**src/rtl/poll_pkg.sv**
```systemverilog
package poll_pkg;

    localparam int ADDR_BITS = 8;

    typedef enum logic [2:0] {
        ST_IDLE,
        ST_ALIGN,
        ST_DATA,
        ST_COLLECT,
        ST_END
    } poll_state_e;

    typedef enum logic [1:0] {
        FR_NONE  = 2'd0,
        FR_ALIGN = 2'd1,
        FR_DATA  = 2'd2
    } frame_kind_e;

    typedef struct packed {
        logic                  valid;
        frame_kind_e           kind;
        logic [ADDR_BITS-1:0]  dest;
    } frame_req_t;

    // expected transfer time of one group plus a safety margin
    function automatic int window_cycles(int grp, int align_c, int burst_c,
                                         int bursts, int margin);
        return grp * (align_c + burst_c * bursts) + margin;
    endfunction

endpackage

```
**src/rtl/window_timer.sv**
```systemverilog
module window_timer #(
    parameter int LIMIT = 64
) (
    input  logic clk,
    input  logic rst,
    input  logic run,
    output logic expired
);
    localparam int CW = $clog2(LIMIT + 1);

    logic [CW-1:0] cnt_q;

    always_ff @(posedge clk) begin
        if (rst || !run) begin
            cnt_q <= '0;
        end else begin
            cnt_q <= cnt_q + 1'b1;
        end
    end

    assign expired = run && (cnt_q == CW'(LIMIT - 1));
endmodule

```
**src/rtl/ack_tracker.sv**
```systemverilog
module ack_tracker #(
    parameter int GRP    = 4,
    parameter int ADDR_W = 8
) (
    input  logic              clk,
    input  logic              rst,
    input  logic              enable,
    input  logic [ADDR_W-1:0] base,
    input  logic [GRP-1:0]    member,
    input  logic              ack_valid,
    input  logic [ADDR_W-1:0] ack_src,
    output logic              all_seen,
    output logic [GRP-1:0]    missing
);
    logic [GRP-1:0] seen_q;
    logic [GRP-1:0] seen_nxt;
    int             offset;
    logic           hit;

    always_comb begin
        offset = int'(ack_src) - int'(base);
        hit    = enable && ack_valid && (offset >= 0) && (offset < GRP);
    end

    for (genvar i = 0; i < GRP; i++) begin : g_slot
        assign seen_nxt[i] = seen_q[i] | (hit && (offset == i) && member[i]);
    end

    always_ff @(posedge clk) begin
        if (rst || !enable) begin
            seen_q <= '0;
        end else begin
            seen_q <= seen_nxt;
        end
    end

    assign all_seen = &(seen_nxt | ~member);
    assign missing  = member & ~seen_nxt;
endmodule

```
**src/rtl/poll_sequencer.sv**
```systemverilog
module poll_sequencer
    import poll_pkg::*;
#(
    parameter int NUM_STA   = 8,
    parameter int GRP       = 4,
    parameter int ALIGN_CYC = 8,
    parameter int BURST_CYC = 4,
    parameter int BURSTS    = 1,
    parameter int MARGIN    = 16
) (
    input  logic                 clk,
    input  logic                 rst,
    input  logic                 start_i,
    output logic                 tx_req_o,
    output logic [1:0]           tx_kind_o,
    output logic [ADDR_BITS-1:0] tx_dest_o,
    input  logic                 tx_done_i,
    input  logic                 ack_valid_i,
    input  logic [ADDR_BITS-1:0] ack_src_i,
    output logic [NUM_STA-1:0]   miss_map_o,
    output logic                 cycle_done_o
);
    localparam int NUM_GRP = (NUM_STA + GRP - 1) / GRP;
    localparam int GIDX_W  = (NUM_GRP > 1) ? $clog2(NUM_GRP) : 1;
    localparam int SLOT_W  = (GRP > 1) ? $clog2(GRP) : 1;
    localparam int TIMEOUT = window_cycles(GRP, ALIGN_CYC, BURST_CYC, BURSTS, MARGIN);

    poll_state_e          state_q;
    logic [GIDX_W-1:0]    grp_q;
    logic [SLOT_W-1:0]    slot_q;
    logic [NUM_STA-1:0]   miss_q;
    logic [ADDR_BITS-1:0] base;
    logic [GRP-1:0]       member;
    logic                 last_slot;
    logic                 last_grp;
    logic                 collecting;
    logic                 all_seen;
    logic                 expired;
    logic                 win_end;
    logic [GRP-1:0]       grp_missing;
    logic [NUM_STA-1:0]   miss_set;
    frame_req_t           req;

    assign base       = ADDR_BITS'(int'(grp_q) * GRP + 1);
    assign last_slot  = (int'(slot_q) == GRP - 1) || (int'(base) + int'(slot_q) == NUM_STA);
    assign last_grp   = (int'(grp_q) == NUM_GRP - 1);
    assign collecting = (state_q == ST_COLLECT);
    assign win_end    = collecting && (all_seen || expired);

    for (genvar i = 0; i < GRP; i++) begin : g_member
        assign member[i] = (int'(base) + i <= NUM_STA);
    end

    for (genvar s = 0; s < NUM_STA; s++) begin : g_miss
        assign miss_set[s] = win_end && (int'(grp_q) == s / GRP) && grp_missing[s % GRP];
    end

    ack_tracker #(
        .GRP    (GRP),
        .ADDR_W (ADDR_BITS)
    ) u_track (
        .clk       (clk),
        .rst       (rst),
        .enable    (collecting),
        .base      (base),
        .member    (member),
        .ack_valid (ack_valid_i),
        .ack_src   (ack_src_i),
        .all_seen  (all_seen),
        .missing   (grp_missing)
    );

    window_timer #(
        .LIMIT (TIMEOUT)
    ) u_timer (
        .clk     (clk),
        .rst     (rst),
        .run     (collecting),
        .expired (expired)
    );

    always_ff @(posedge clk) begin
        if (rst) begin
            state_q <= ST_IDLE;
            grp_q   <= '0;
            slot_q  <= '0;
            miss_q  <= '0;
        end else begin
            miss_q <= miss_q | miss_set;
            unique case (state_q)
                ST_IDLE: begin
                    if (start_i) begin
                        state_q <= ST_ALIGN;
                        miss_q  <= '0;
                    end
                end
                ST_ALIGN: begin
                    if (tx_done_i) begin
                        state_q <= ST_DATA;
                        grp_q   <= '0;
                        slot_q  <= '0;
                    end
                end
                ST_DATA: begin
                    if (tx_done_i) begin
                        if (last_slot) begin
                            state_q <= ST_COLLECT;
                        end else begin
                            slot_q <= slot_q + 1'b1;
                        end
                    end
                end
                ST_COLLECT: begin
                    if (win_end) begin
                        slot_q <= '0;
                        if (last_grp) begin
                            state_q <= ST_END;
                        end else begin
                            state_q <= ST_DATA;
                            grp_q   <= grp_q + 1'b1;
                        end
                    end
                end
                ST_END: state_q <= ST_IDLE;
                default: state_q <= ST_IDLE;
            endcase
        end
    end

    always_comb begin
        req = '{valid: 1'b0, kind: FR_NONE, dest: '0};
        if (state_q == ST_ALIGN) begin
            req = '{valid: 1'b1, kind: FR_ALIGN, dest: '0};
        end else if (state_q == ST_DATA) begin
            req = '{valid: 1'b1, kind: FR_DATA, dest: base + ADDR_BITS'(slot_q)};
        end
    end

    assign tx_req_o     = req.valid;
    assign tx_kind_o    = req.kind;
    assign tx_dest_o    = req.dest;
    assign miss_map_o   = miss_q;
    assign cycle_done_o = (state_q == ST_END);
endmodule

```
**config.mk**
```make
export PLATFORM = sky130hd
export DESIGN_NAME = poll_sequencer
export DESIGN_NICKNAME = d
export VERILOG_FILES = /design/src/rtl/poll_pkg.sv /design/src/rtl/window_timer.sv /design/src/rtl/ack_tracker.sv /design/src/rtl/poll_sequencer.sv
export SDC_FILE = /design/constraint.sdc
export NUM_CORES = 1
export LEC_CHECK = 0
export ABC_AREA = 1
export BUFFER_PORTS_ARGS = -buffer_cell sky130_fd_sc_hd__clkbuf_2
export CAP_MARGIN = 30
export CORE_ASPECT_RATIO = 0.75
export CORE_MARGIN = 2
export CORE_UTILIZATION = 56
export CTS_CLUSTER_DIAMETER = 40
export DETAILED_ROUTE_END_ITERATION = 10
export PLACE_DENSITY = 0.89
export SLEW_MARGIN = 40
export SYNTH_ARGS = -nofsm -noshare
export SYNTH_HDL_FRONTEND = slang
export SYNTH_SLANG_ARGS = --single-unit
```
**constraint.sdc**
```tcl
create_clock -name clk -period 3.8 [get_ports clk]
set_clock_uncertainty 0.15 [all_clocks]
set_input_delay 0.38 -clock clk [delete_from_list [all_inputs] [get_ports clk]]
set_output_delay 0.38 -clock clk [all_outputs]
set_load 0.005 [all_outputs]
```
[Yosys cells after proc, flatten, opt, wreduce, memory -nomap -nowiden]
Index checks and enable logic that the tools add are counted.
Word-level totals
  output and inout bits: 20
  flip-flop bits (word level): 25
  bits of input ports: 13
  logic and storage cells: 103
Cells by class
  magnitude comparators: 6
  $add $sub $neg: 10
  equality and inequality tests: 16
  bitwise logic cells: 10
  multiplexer cells: 20
  reduce and logical (&&, ||, !) cells: 35
Operators by type and width (number)
  $eq 32x3->1 const B: 2
  $eq 32x2->1 const B: 1
  $ge 32x1->1 const B: 1
  $logic_not 32->1: 1
  $lt 32x4->1 const B: 1
  $logic_and 1x1->1: 23
  $mux 11: 2
  $mux 3: 6
  $mux 8: 2
  $le 5x4->1 const B: 3
  $pmux 3 s4: 1
  $add 4x2->5: 2
  $add 4x2->5 const B: 2
  $ne 2x2->1 const B: 5
  $reduce_and 5->1: 2
  $sub 8x4->9: 1
  $mux 2: 4
  $not 4->4: 2
  $or 8x8->8: 1
  $add 7x1->7 const B: 1
  $eq 7x6->1 const B: 1
  $eq 3x2->1 const B: 2
  $pmux 2 s3: 1
  $add 4x1->5 const B: 1
  22 further kinds: 29

[Depth between registers and ports, before layout]
Gate-level depths: netlist (run 1).
  word-level depth: 17
  depth in mapped cells: 16
  gate-level depth less buffers: 16

[Hierarchy]
From an unflattened synthesis (run 1), not the netlist that was laid out.
Unflattened totals
  cells, all modules: 295
  area total of the unflattened synthesis: 1866.8 µm²
By module, submodules not included
  poll_sequencer: cells an instance 118, area each 797.0 µm², sequential area each 280.3 µm², times used 1
  ack_tracker: cells an instance 136, area each 778.2 µm², sequential area each 80.1 µm², times used 1
  window_timer: cells an instance 41, area each 291.5 µm², sequential area each 140.1 µm², times used 1

[Least setup slack after synthesis (run 1)]
OpenSTA, ideal clock, no wires.
  path kind: register to register
  start point: register grp_q
  end point: register grp_q
  setup time: 0.116 ns
  clock period less this slack: 1.882 ns
  slack: 1.918 ns
  path buffers: 0
  arrival: 1.615 ns
  stages on the path, launching flop included: 15
  required time: 3.534 ns
  cells stage by stage: dfxtp_1 > inv_1 > ha_1 > inv_1 > nand2_1 > nand2_1 > nand3_2 > nor2_1 > nor2_1 > nor2_1 > nand2_2 > nand3_4 > nand2_1 > o21ai_1 > nand2_1
Between the ends
  word-level cells in the longest chain between the ends: 14
  elaborated cells on any way between the ends: 40
  those cells by class: add/sub (6); order compare (6); eq/ne (4); mux (3); bitwise (6); reduce/logical (15)
RTL lines
  start: declaration: RTL line poll_sequencer.sv:29  | logic [GIDX_W-1:0] grp_q;
  start signal: assignment: RTL line poll_sequencer.sv:120  | grp_q <= grp_q + 1'b1;
  $add 3x1->4: RTL line poll_sequencer.sv:44  | assign base = ADDR_BITS'(int'(grp_q) * GRP + 1);
  $sub 8x4->9: RTL line ack_tracker.sv:21  | offset = int'(ack_src) - int'(base);
  $ge 32x1->1: RTL line ack_tracker.sv:22  | hit = enable && ack_valid && (offset >= 0) && (offset < GRP);
  $logic_and 1x1->1 (2 in a row): RTL line ack_tracker.sv:22
  $logic_and 1x1->1 (2 in a row): RTL line ack_tracker.sv:26  | assign seen_nxt[i] = seen_q[i] | (hit && (offset == i) && member[i]);
  $or 1x1->1: RTL line ack_tracker.sv:26
  $or 4x4->4: RTL line ack_tracker.sv:37  | assign all_seen = &(seen_nxt | ~member);
  $reduce_and 4->1: RTL line ack_tracker.sv:37
  $logic_or 1x1->1: RTL line poll_sequencer.sv:48  | assign win_end = collecting && (all_seen || expired);
  $logic_and 1x1->1: RTL line poll_sequencer.sv:48
  $ne 2x1->1 (no line)
  $reduce_and 3->1 (no line)
Several ways; a longest one is shown, not always the timed one. The select of a mux whose other input is x is not followed.
A chain may end at the register's enable or synchronous reset.

[Worst setup path in the final report (run 1)]
  start point: register state_q[0]
  end point: output port tx_dest_o[2]
Between the ends
  word-level cells in the longest chain between the ends: 3
  elaborated cells on any way between the ends: 4
  those cells by class: eq/ne (2); mux (2)
RTL lines
  start: declaration: RTL line poll_sequencer.sv:28  | poll_state_e state_q;
  start signal: assignment: RTL line poll_sequencer.sv:84  | state_q <= ST_IDLE;
  start signal: assignment: RTL line poll_sequencer.sv:93  | state_q <= ST_ALIGN;
  start signal: assignment: RTL line poll_sequencer.sv:99  | state_q <= ST_DATA;
  $eq 3x2->1: RTL line poll_sequencer.sv:134  | end else if (state_q == ST_DATA) begin
  $mux 11: RTL line poll_sequencer.sv:134
  $mux 11 (*): RTL line poll_sequencer.sv:132  | if (state_q == ST_ALIGN) begin
  end: declaration: RTL line poll_sequencer.sv:16  | output logic [ADDR_BITS-1:0] tx_dest_o,
Mark *: on every way between the ends. The rest lies on a longest branch, timed or not.

==> reports/summary.txt, run 1 <==
Main flop type after synthesis -> dfxtp_1
Worst Path Arrival -> 1690 ps
Worst setup path class -> flop to output pin
Buf/Inv on CP -> 3
First-pass GRT wire length -> 4.15 mm
Synth Instances -> 192
Die Span Y -> 45.7 um
Synth top area cells -> dfxtp_1 (38%), nor2_1 (13%), inv_1 (9.2%)
Fin crit period -> 2220 ps
Netlist cell types -> 23
Peak supply drop -> 0.269 mV
RD Place Congestion -> 0.933
Syn-to-layout area delta -> 13.8%
Max Fclk -> 450 MHz
Ys async rst share -> 0%
Mean Syn Cell Area -> 6.78 um^2
CP cell instances -> nor2_1 -> nand2_1 -> inv_1 -> nand2_1 -> a21oi_1 -> o21ai_0 -> inv_1 -> clkbuf_2
CTS clk-pin slew, worst paths -> 130 ps
Drt initial violations -> 39
Count leader, synth -> nor2_1
Hold Worst Slack -> 144 ps
GR Util All Layers -> 20.3%
Layout fillers -> 214
Cts repair resizes -> 0
GRT overflow -> 0
Synth top area share -> 38.5%
Unrepaired setup endpoints after global routing -> false
Hold Path Class -> primary input to flop
Initial antenna violation count -> 0
Hold endpoint -> state_q[2]
Nets -> 240
Setup Total Neg Slack -> 0 ps
Starting density of the core -> 57.8%
Startpoint types -> flop
WHS Path Cells -> 2
WP data required -> 3270 ps
Die X -> 59.7 um
RR Endpoint -> slot_q[0]
Yosys warnings -> 0
Leak -> 0.665 nW
Crit-path slowest cell -> dfxtp_1
Status -> finished clean
R2R depth -> 14
Slew Limit Fails -> 0
DR vias -> 1222
Drt pass-1 iters -> 4
DP HPWL -> 1.93 mm
CP endpoint kind -> output pin
Routed WL -> 2.41 mm
Io pins -> 33
Hold_buf cts -> 0
CORE AREA -> 0.00225 mm^2
Hold path startpoint -> rst
Footprint of the multi-input gates -> 658 um^2
Fin area -> 0.00148 mm^2
Final number of hold-violating endpoints -> 0
Worst-Skew Late Latency -> 320 ps
Sequential cell area fraction in the yosys report -> 38.5%
Post-DRT Antenna Nets -> 0
CP max stage delay -> 340 ps
Die area -> 0.00273 mm^2
TritonCTS clock tree -> yes
Num CTS Buffers -> 3
Share of cells above drive strength 1 -> 19.7%
Final Cycle Share -> 58.5%
Top post-synthesis cells by count -> nor2_1 (44), inv_1 (32), nand2_1 (30)
Register area -> 500 um^2
Synth area leader -> dfxtp_1
Netlist Area Pre-Place -> 0.00130 mm^2
Std cell rows -> 15
Cell Pwr Density -> 469 mW/mm^2
Setup violators final -> 0
Critical Path Fanout Max -> 7
Crit path max-delay family -> simple AND/OR/NAND/NOR gates
H-tree levels -> 1
Vias/cell -> 4.93
Number of port buffers -> 28
Vias in the first global route -> 1025
CTS root buffer -> clkbuf_4
Flops & latches, synth -> 25
Ant. Diodes -> 0
Area of placed instances -> 0.00145 mm^2
Largest net degree at the start of global routing -> 14
Drc violations -> 0
Clock tree buffer depth -> 2
Slack of the worst reg-to-reg path -> 1600 ps
Post-CTS Setup Bufs -> 0
Number of max-cap violations -> 0
EDFF count, synth -> 0
Avg WL per Cell -> 9.72 um
CTS Sinks -> 25
Worst R2R Start -> grp_q
worst max-delay path by stage:
stage                     startpoint  slack, ps             to  depth (start not counted)
after floorplan                grp_q       1920          grp_q                         14
after global placement         grp_q       1720  miss_map_o[1]                         13
after detailed placement       grp_q       1650      slot_q[0]                         14
after CTS                      grp_q       1630  miss_map_o[2]                         13
after global routing      state_q[0]       1370   tx_dest_o[2]                          8
final                     state_q[0]       1580   tx_dest_o[2]                          8
flip-flops by register name, indices dropped and copies added (netlist names):
name / flops
grp_q: 1
state_q: 3
miss_map_o: 8
slot_q: 2
u_timer.cnt_q: 7
u_track.seen_q: 4
routing by layer:
layer	vias up	part of all wire [%]	global-route usage [%]
met5	-	0	0
met4	0	0.83	5.33
met3	4	5.6	5.97
met2	33	43	32.2
met1	534	50	27.3
li1	651	-	-
power by group:
part | switching, W | leakage (nW) | total [W] | internal, W
Clock | 0.0000752 | 0.0150 | 0.000116 | 0.0000411
Sequential | 0.0000186 | 0.202 | 0.000304 | 0.000285
Combinational | 0.000173 | 0.448 | 0.000274 | 0.000101
Total | 0.000267 | 0.665 | 0.000694 | 0.000427
cell families after synthesis:
kind of cell               Yosys count  share of synthesized area [%]
DFF                                 25                           38.5
AOI/OAI and AO/OA                   25                           10.9
adders and majority gates            3                           2.88
and+or+nand+nor                    101                           35.7
other                                1                          0.288
buffers and inverters               37                           11.8
placed cells by master (no fill, tap or decap):
cell type | netlist | routed
or2_4 | 1 | 1
o21ai_1 | 1 | 1
nor4_1 | 1 | 1
nor2_1 | 44 | 44
clkbuf_2 | 0 | 28
nand3_1 | 11 | 11
clkbuf_1 | 0 | 1
nand2_1 | 30 | 30
nand3_4 | 2 | 2
clkbuf_4 | 0 | 3
inv_2 | 1 | 1
dfxtp_1 | 25 | 25
o21bai_1 | 2 | 2
a21oi_1 | 14 | 14
nor2_2 | 3 | 3
or2_2 | 3 | 3
nand2_2 | 1 | 1
o21ai_0 | 7 | 7
inv_1 | 32 | 32
ha_1 | 3 | 3
nor3b_1 | 2 | 2
o21ai_4 | 1 | 1
nand4_1 | 2 | 2
nand3_2 | 1 | 1
conb_1 | 1 | 4
stage by stage:
| step | total power [W] | instances | utilization [%] | worst slack, ps |
|---|---|---|---|---|
| after CTS | 0.000697 | 248 | 65.7 | 1630 |
| after floorplan | 0.000511 | 195 | - | 1920 |
| after detailed placement | 0.000582 | 244 | 64.6 | 1650 |
| final | 0.000694 | 248 | 65.7 | 1580 |
| after global placement | 0.000578 | 244 | 64.6 | 1720 |
| after global routing | 0.000759 | 248 | 65.7 | 1370 |
layout make-up:
class	instances	share of cell area [%]
Sequential cell	25	33.8
Timing Repair Buffer	28	9.47
Inverter	33	8.37
Clock buffer	4	1.78
Multi-Input combinational cell	133	44.5
Tap cell	25	2.11
(Power assumes the default switching activity.)
==> run 2: changes to the inputs <==
- CORE_UTILIZATION: 56 -> 47
- PLACE_DENSITY: 0.89 -> 0.8
- clock period: 3.8 -> 1.86 ns (I/O delays scaled with it)
==> run 2 against run 1 <==
Net effect:
- the flow now finishes with violations (setup timing)
- die area is 18% higher
- final cell count is 9.7% higher
- utilization is 0.31 points higher
- via count is 5.5% higher
- register-to-register slack worse by 1700 ps
- final area is 17% higher
- worst hold slack worse by 140 ps
- first-iteration DRC count is 13% lower
- wire length is 16% higher
==> reports/summary.txt, run 2 (synthesis gave the netlist of run 1 again) <==
Syn-to-layout area delta -> 33.1%
First-pass GRT wire length -> 4.67 mm
Vias in the first global route -> 1152
Number of max-cap violations -> 0
Post-DRT Antenna Nets -> 0
Layout fillers -> 243
Initial antenna violation count -> 0
Die Span Y -> 49.6 um
Cell Pwr Density -> 914 mW/mm^2
Worst Path Arrival -> 2050 ps
Unrepaired setup endpoints after global routing -> true
TritonCTS clock tree -> yes
Slew Limit Fails -> 0
Worst-Skew Late Latency -> 270 ps
CP endpoint kind -> flop
Final worst-path setup slack -> -130 ps
Failing checks -> setup timing
Commonest non-fill, non-tap cell in the layout -> nor2_1
Status -> complete, but fails checks
Commonest non-fill, non-tap cells in the layout -> nor2_1 (32), inv_1 (29), clkbuf_2 (28)
Setup Total Neg Slack -> -754 ps
Worst setup path class -> flop to flop
Critical Path Fanout Max -> 6
Crit path top cell by count -> nand2_2
Peak supply drop -> 0.556 mV
Starting density of the core -> 49.6%
Area of placed instances -> 0.00153 mm^2
GRT overflow -> 0
CP cell instances -> inv_2 -> ha_4 -> inv_4 -> nand2_2 -> nand2_2 -> nand3_4 -> nor2_2 -> nor2_1 -> nor2_1 -> nand2_2 -> o21ai_4 -> buf_6 -> nand3_1 -> a21oi_1
Hold Worst Slack -> 8.15 ps
Largest net degree at the start of global routing -> 16
WP data required -> 1920 ps
Leak -> 0.735 nW
DR vias -> 1289
Routed WL -> 2.80 mm
Number of port buffers -> 28
Setup violators final -> 14
Final number of hold-violating endpoints -> 0
CTS clk-pin slew, worst paths -> 80 ps
Std cell rows -> 16
Avg WL per Cell -> 10.3 um
Drt initial violations -> 34
Setup WS pre-CTS -> -79.7 ps
Clock tree buffer depth -> 2
Nets -> 253
Die area -> 0.00321 mm^2
Buf/Inv on CP -> 3
CTS Sinks -> 25
Fin area -> 0.00173 mm^2
Hold Path Class -> primary input to flop
Crit path max-delay family -> simple AND/OR/NAND/NOR gates
CORE AREA -> 0.00262 mm^2
Startpoint types -> flop
Crit-path slowest cell -> dfxtp_2
CTS root buffer -> clkbuf_8
Io pins -> 33
Max Fclk -> 503 MHz
Num CTS Buffers -> 3
Drc violations -> 0
RD Place Congestion -> 0.890
Vias/cell -> 4.74
Drt pass-1 iters -> 4
Ant. Diodes -> 0
Die X -> 64.8 um
DP HPWL -> 2.05 mm
Final Cycle Share -> 107%
H-tree levels -> 1
GR Util All Layers -> 17.8%
CP max stage delay -> 340 ps
Fin crit period -> 1990 ps
Number of flip-flops in the largest register -> 8
Share of cells above drive strength 1 -> 38.6%
-- run 2: cell types whose count changed in the layout (fill, tap and decap cells not counted), moves of 8 or more --
cell,delta
nand2_1,-8
buf_4,+12
nor2_1,-12
nor2_2,+10
nand2_2,+8
-- run 2: area by class of cell --
class | count | area (um^2) | area share (%)
clock buffers | 3 | 41.3 | 2.38
clock inverters | 1 | 7.51 | 0.434
inverters | 33 | 126 | 7.30
multi-input cells | 133 | 763 | 44.1
flip-flops and latches | 25 | 507 | 29.3
well taps | 36 | 45.0 | 2.60
repair buffers | 41 | 241 | 13.9
-- run 2: final timing paths --
| kind | from | to | slack [ps] | cells past startpoint |
|---|---|---|---|---|
| setup / recovery | grp_q | miss_map_o[7] | -130 | 14 |
| hold / removal | rst | state_q[0] | 8 | 2 |
| setup reg to reg | grp_q | miss_map_o[7] | -130 | 14 |
| hold reg to reg | miss_map_o[3] | miss_map_o[3] | 300 | 2 |
-- run 2: layer usage --
metal | share of wire, % | global-route usage (%)
met4 | 0.36 | 2.13
met5 | 0 | 0
met3 | 5.8 | 4.34
met2 | 49 | 28.4
met1 | 45 | 25.2
-- run 2: stage by stage --
stage | util, % | std cells | total power (W)
2_1_floorplan | - | 195 | 0.00105
3_3_place_gp | 58.3 | 263 | 0.00120
3_5_place_dp | 58.3 | 263 | 0.00122
4_1_cts | 61.4 | 268 | 0.00156
5_1_grt | 66.0 | 272 | 0.00172
6_report | 66.0 | 272 | 0.00158
-- run 2: worst reg2reg max path: cells and delay by family (launching register included) --
kind	cells	cell delay (ps)
and+or+nand+nor	8	710
AOI/OAI and AO/OA	2	240
buffers and inverters	3	260
DFF	1	340
adders and majority gates	1	210
-- run 2: power by group --
group | internal, W | switching (W) | leakage, nW
clock network | 0.000152 | 0.000171 | 0.0217
registers | 0.000588 | 0.0000383 | 0.204
logic | 0.000246 | 0.000388 | 0.509
total | 0.000985 | 0.000597 | 0.735
-- run 2: timing repair --
action	4_1_cts	5_1_grt
gates resized for setup	7	32
setup buffers	1	4
hold buffers	0	0
setup endpoints to repair	13	23
pin swaps	9	14
==> run 3: changes to the inputs <==
- CORE_UTILIZATION: 47 -> 52
- PLACE_DENSITY: 0.8 -> 0.83
- TNS_END_PERCENT: not set -> 30
- clock period: 1.86 -> 2.15 ns (I/O delays scaled with it)
==> run 3 against run 2 <==
Net effect:
- the flow now finishes without violations
- clock power fell by 39%
- global-route usage rose by 2.0 points
- largest power group is now registers
- final cell count down 3.3%
- clock-buffer cell count up 1
==> reports/summary.txt, run 3 (synthesis gave the netlist of run 1 again) <==
Nets -> 246
Die Span Y -> 47.3 um
CP max stage delay -> 330 ps
Number of flip-flops in the largest register -> 8
Crit path top cell by count -> nand2_1
Drt pass-1 iters -> 4
Drt initial violations -> 58
Die area -> 0.00292 mm^2
Crit-path slowest cell -> dfxtp_1
Number of port buffers -> 28
Die X -> 61.8 um
Fin crit period -> 2070 ps
Std cell rows -> 15
Leak -> 0.692 nW
Clock tree buffer depth -> 2
Drc violations -> 0
Slew Limit Fails -> 0
Number of max-cap violations -> 0
Fin area -> 0.00156 mm^2
Starting density of the core -> 55.9%
Ant. Diodes -> 0
CORE AREA -> 0.00233 mm^2
H-tree levels -> 1
Cell Pwr Density -> 787 mW/mm^2
Initial antenna violation count -> 0
Int Pwr -> 0.000758 W
Worst setup path class -> flop to flop
DR vias -> 1214
Peak supply drop -> 0.386 mV
DP HPWL -> 1.97 mm
Part of the power in registers -> 44.0%
Final number of hold-violating endpoints -> 0
Hold Worst Slack -> 182 ps
Hold Path Class -> primary input to flop
Unrepaired setup endpoints after global routing -> true
Logic pwr share -> 39.9%
Largest net degree at the start of global routing -> 14
Post-DRT Antenna Nets -> 0
Setup violators final -> 0
Post-layout instance count excluding filler cells -> 263
CTS root buffer -> clkbuf_4
Pwr Total -> 0.00123 W
Worst Path Arrival -> 2140 ps
Status -> finished clean
Startpoint types -> flop
Area of placed instances -> 0.00150 mm^2
Routed WL -> 2.51 mm
Commonest non-fill, non-tap cell in the layout -> nor2_1
GRT overflow -> 0
TritonCTS clock tree -> yes
CP endpoint kind -> flop
Num CTS Buffers -> 3
First-pass GRT wire length -> 4.24 mm
CP cell instances -> inv_1 -> ha_2 -> inv_1 -> nand2_1 -> nand2_1 -> nand3_2 -> nor2_1 -> nor2_2 -> nor2_1 -> nand2_2 -> nand3_4 -> nand2_1 -> o21ai_2 -> nand2_1
Share of cells above drive strength 1 -> 24.9%
WP data required -> 2210 ps
Avg WL per Cell -> 9.53 um
Worst-Skew Late Latency -> 310 ps
Util after Layout -> 67.2%
Max Fclk -> 483 MHz
Clock share of power -> 16.1%
CTS clk-pin slew, worst paths -> 120 ps
RD Place Congestion -> 0.841
Io pins -> 33
Vias in the first global route -> 1038
Vias/cell -> 4.62
Syn-to-layout area delta -> 20.1%
GR Util All Layers -> 19.8%
Switch share -> 38.4%
DP Cell Count -> 258
Psw -> 0.000472 W
CTS Sinks -> 25
Critical Path Fanout Max -> 4
Commonest non-fill, non-tap cells in the layout -> nor2_1 (41), inv_1 (32), nand2_1 (29)
Final Cycle Share -> 96.4%
-- run 3: changes by cell type in the layout (fill, tap and decap cells not counted), moves of 5 or more --
cell and change:
nor2_1 +9, nor2_2 -7, buf_4 -7, dfxtp_1 +5, nand2_2 -7, dfxtp_2 -5
nand2_1 +7
-- run 3: critical path, delay by kind of cell, from the launching register on --
family                   cells  cell delay, ps
adder cells (fa/ha/maj)      1             260
AO/OA/AOI/OAI                1             110
AND/OR/NAND/NOR             10             950
flip-flops                   1             330
buffers and inverters        2             170
-- run 3: worst paths after layout --
path / from / endpoint / slack (ps) / cells past startpoint
hold reg to reg: u_timer.cnt_q[0] / u_timer.cnt_q[0] / 310 / 1
setup reg to reg: grp_q / grp_q / 80 / 14
hold / removal: tx_done_i / state_q[0] / 180 / 6
setup / recovery: grp_q / grp_q / 80 / 14
-- run 3: power by group through the flow --
stage                     sequential (W)  clock [W]  combinational, W
after floorplan                 0.000539          0          0.000365
after global placement          0.000547          0          0.000475
after detailed placement        0.000548          0          0.000480
after CTS                       0.000537   0.000206          0.000483
after global routing            0.000549   0.000222          0.000573
final                           0.000542   0.000198          0.000490
-- run 3: area by class of cell --
| class | instances | area [um^2] |
|---|---|---|
| Tap cell | 34 | 42.5 |
| Multi-Input combinational cell | 133 | 682 |
| Inverter | 33 | 124 |
| Timing Repair Buffer | 34 | 188 |
| Fill cell | 224 | 764 |
| Clock buffer | 4 | 26.3 |
| Sequential cell | 25 | 500 |
-- run 3: repair_timing --
item / in CTS / in global routing
hold buffers: 1 / 0
resized for setup: 0 / 8
setup endpoints to repair: 0 / 10
endpoints found under the hold margin: 2 / 0
buffers inserted: 0 / 0
-- run 3: stage by stage --
step	TNS, ps	setup slack [ps]
after floorplan	0	268
after global placement	0	212
after detailed placement	0	179
after CTS	0	136
after global routing	-283	-62.1
final	0	78.3
-- run 3: layer usage --
layer  global-route usage [%]  vias to the layer above  wire length, um
met5                        0                        -                0
li1                         -                      661                -
met4                     3.40                        0                7
met2                     30.3                       36              989
met3                     5.79                        2              172
met1                     28.3                      515             1340
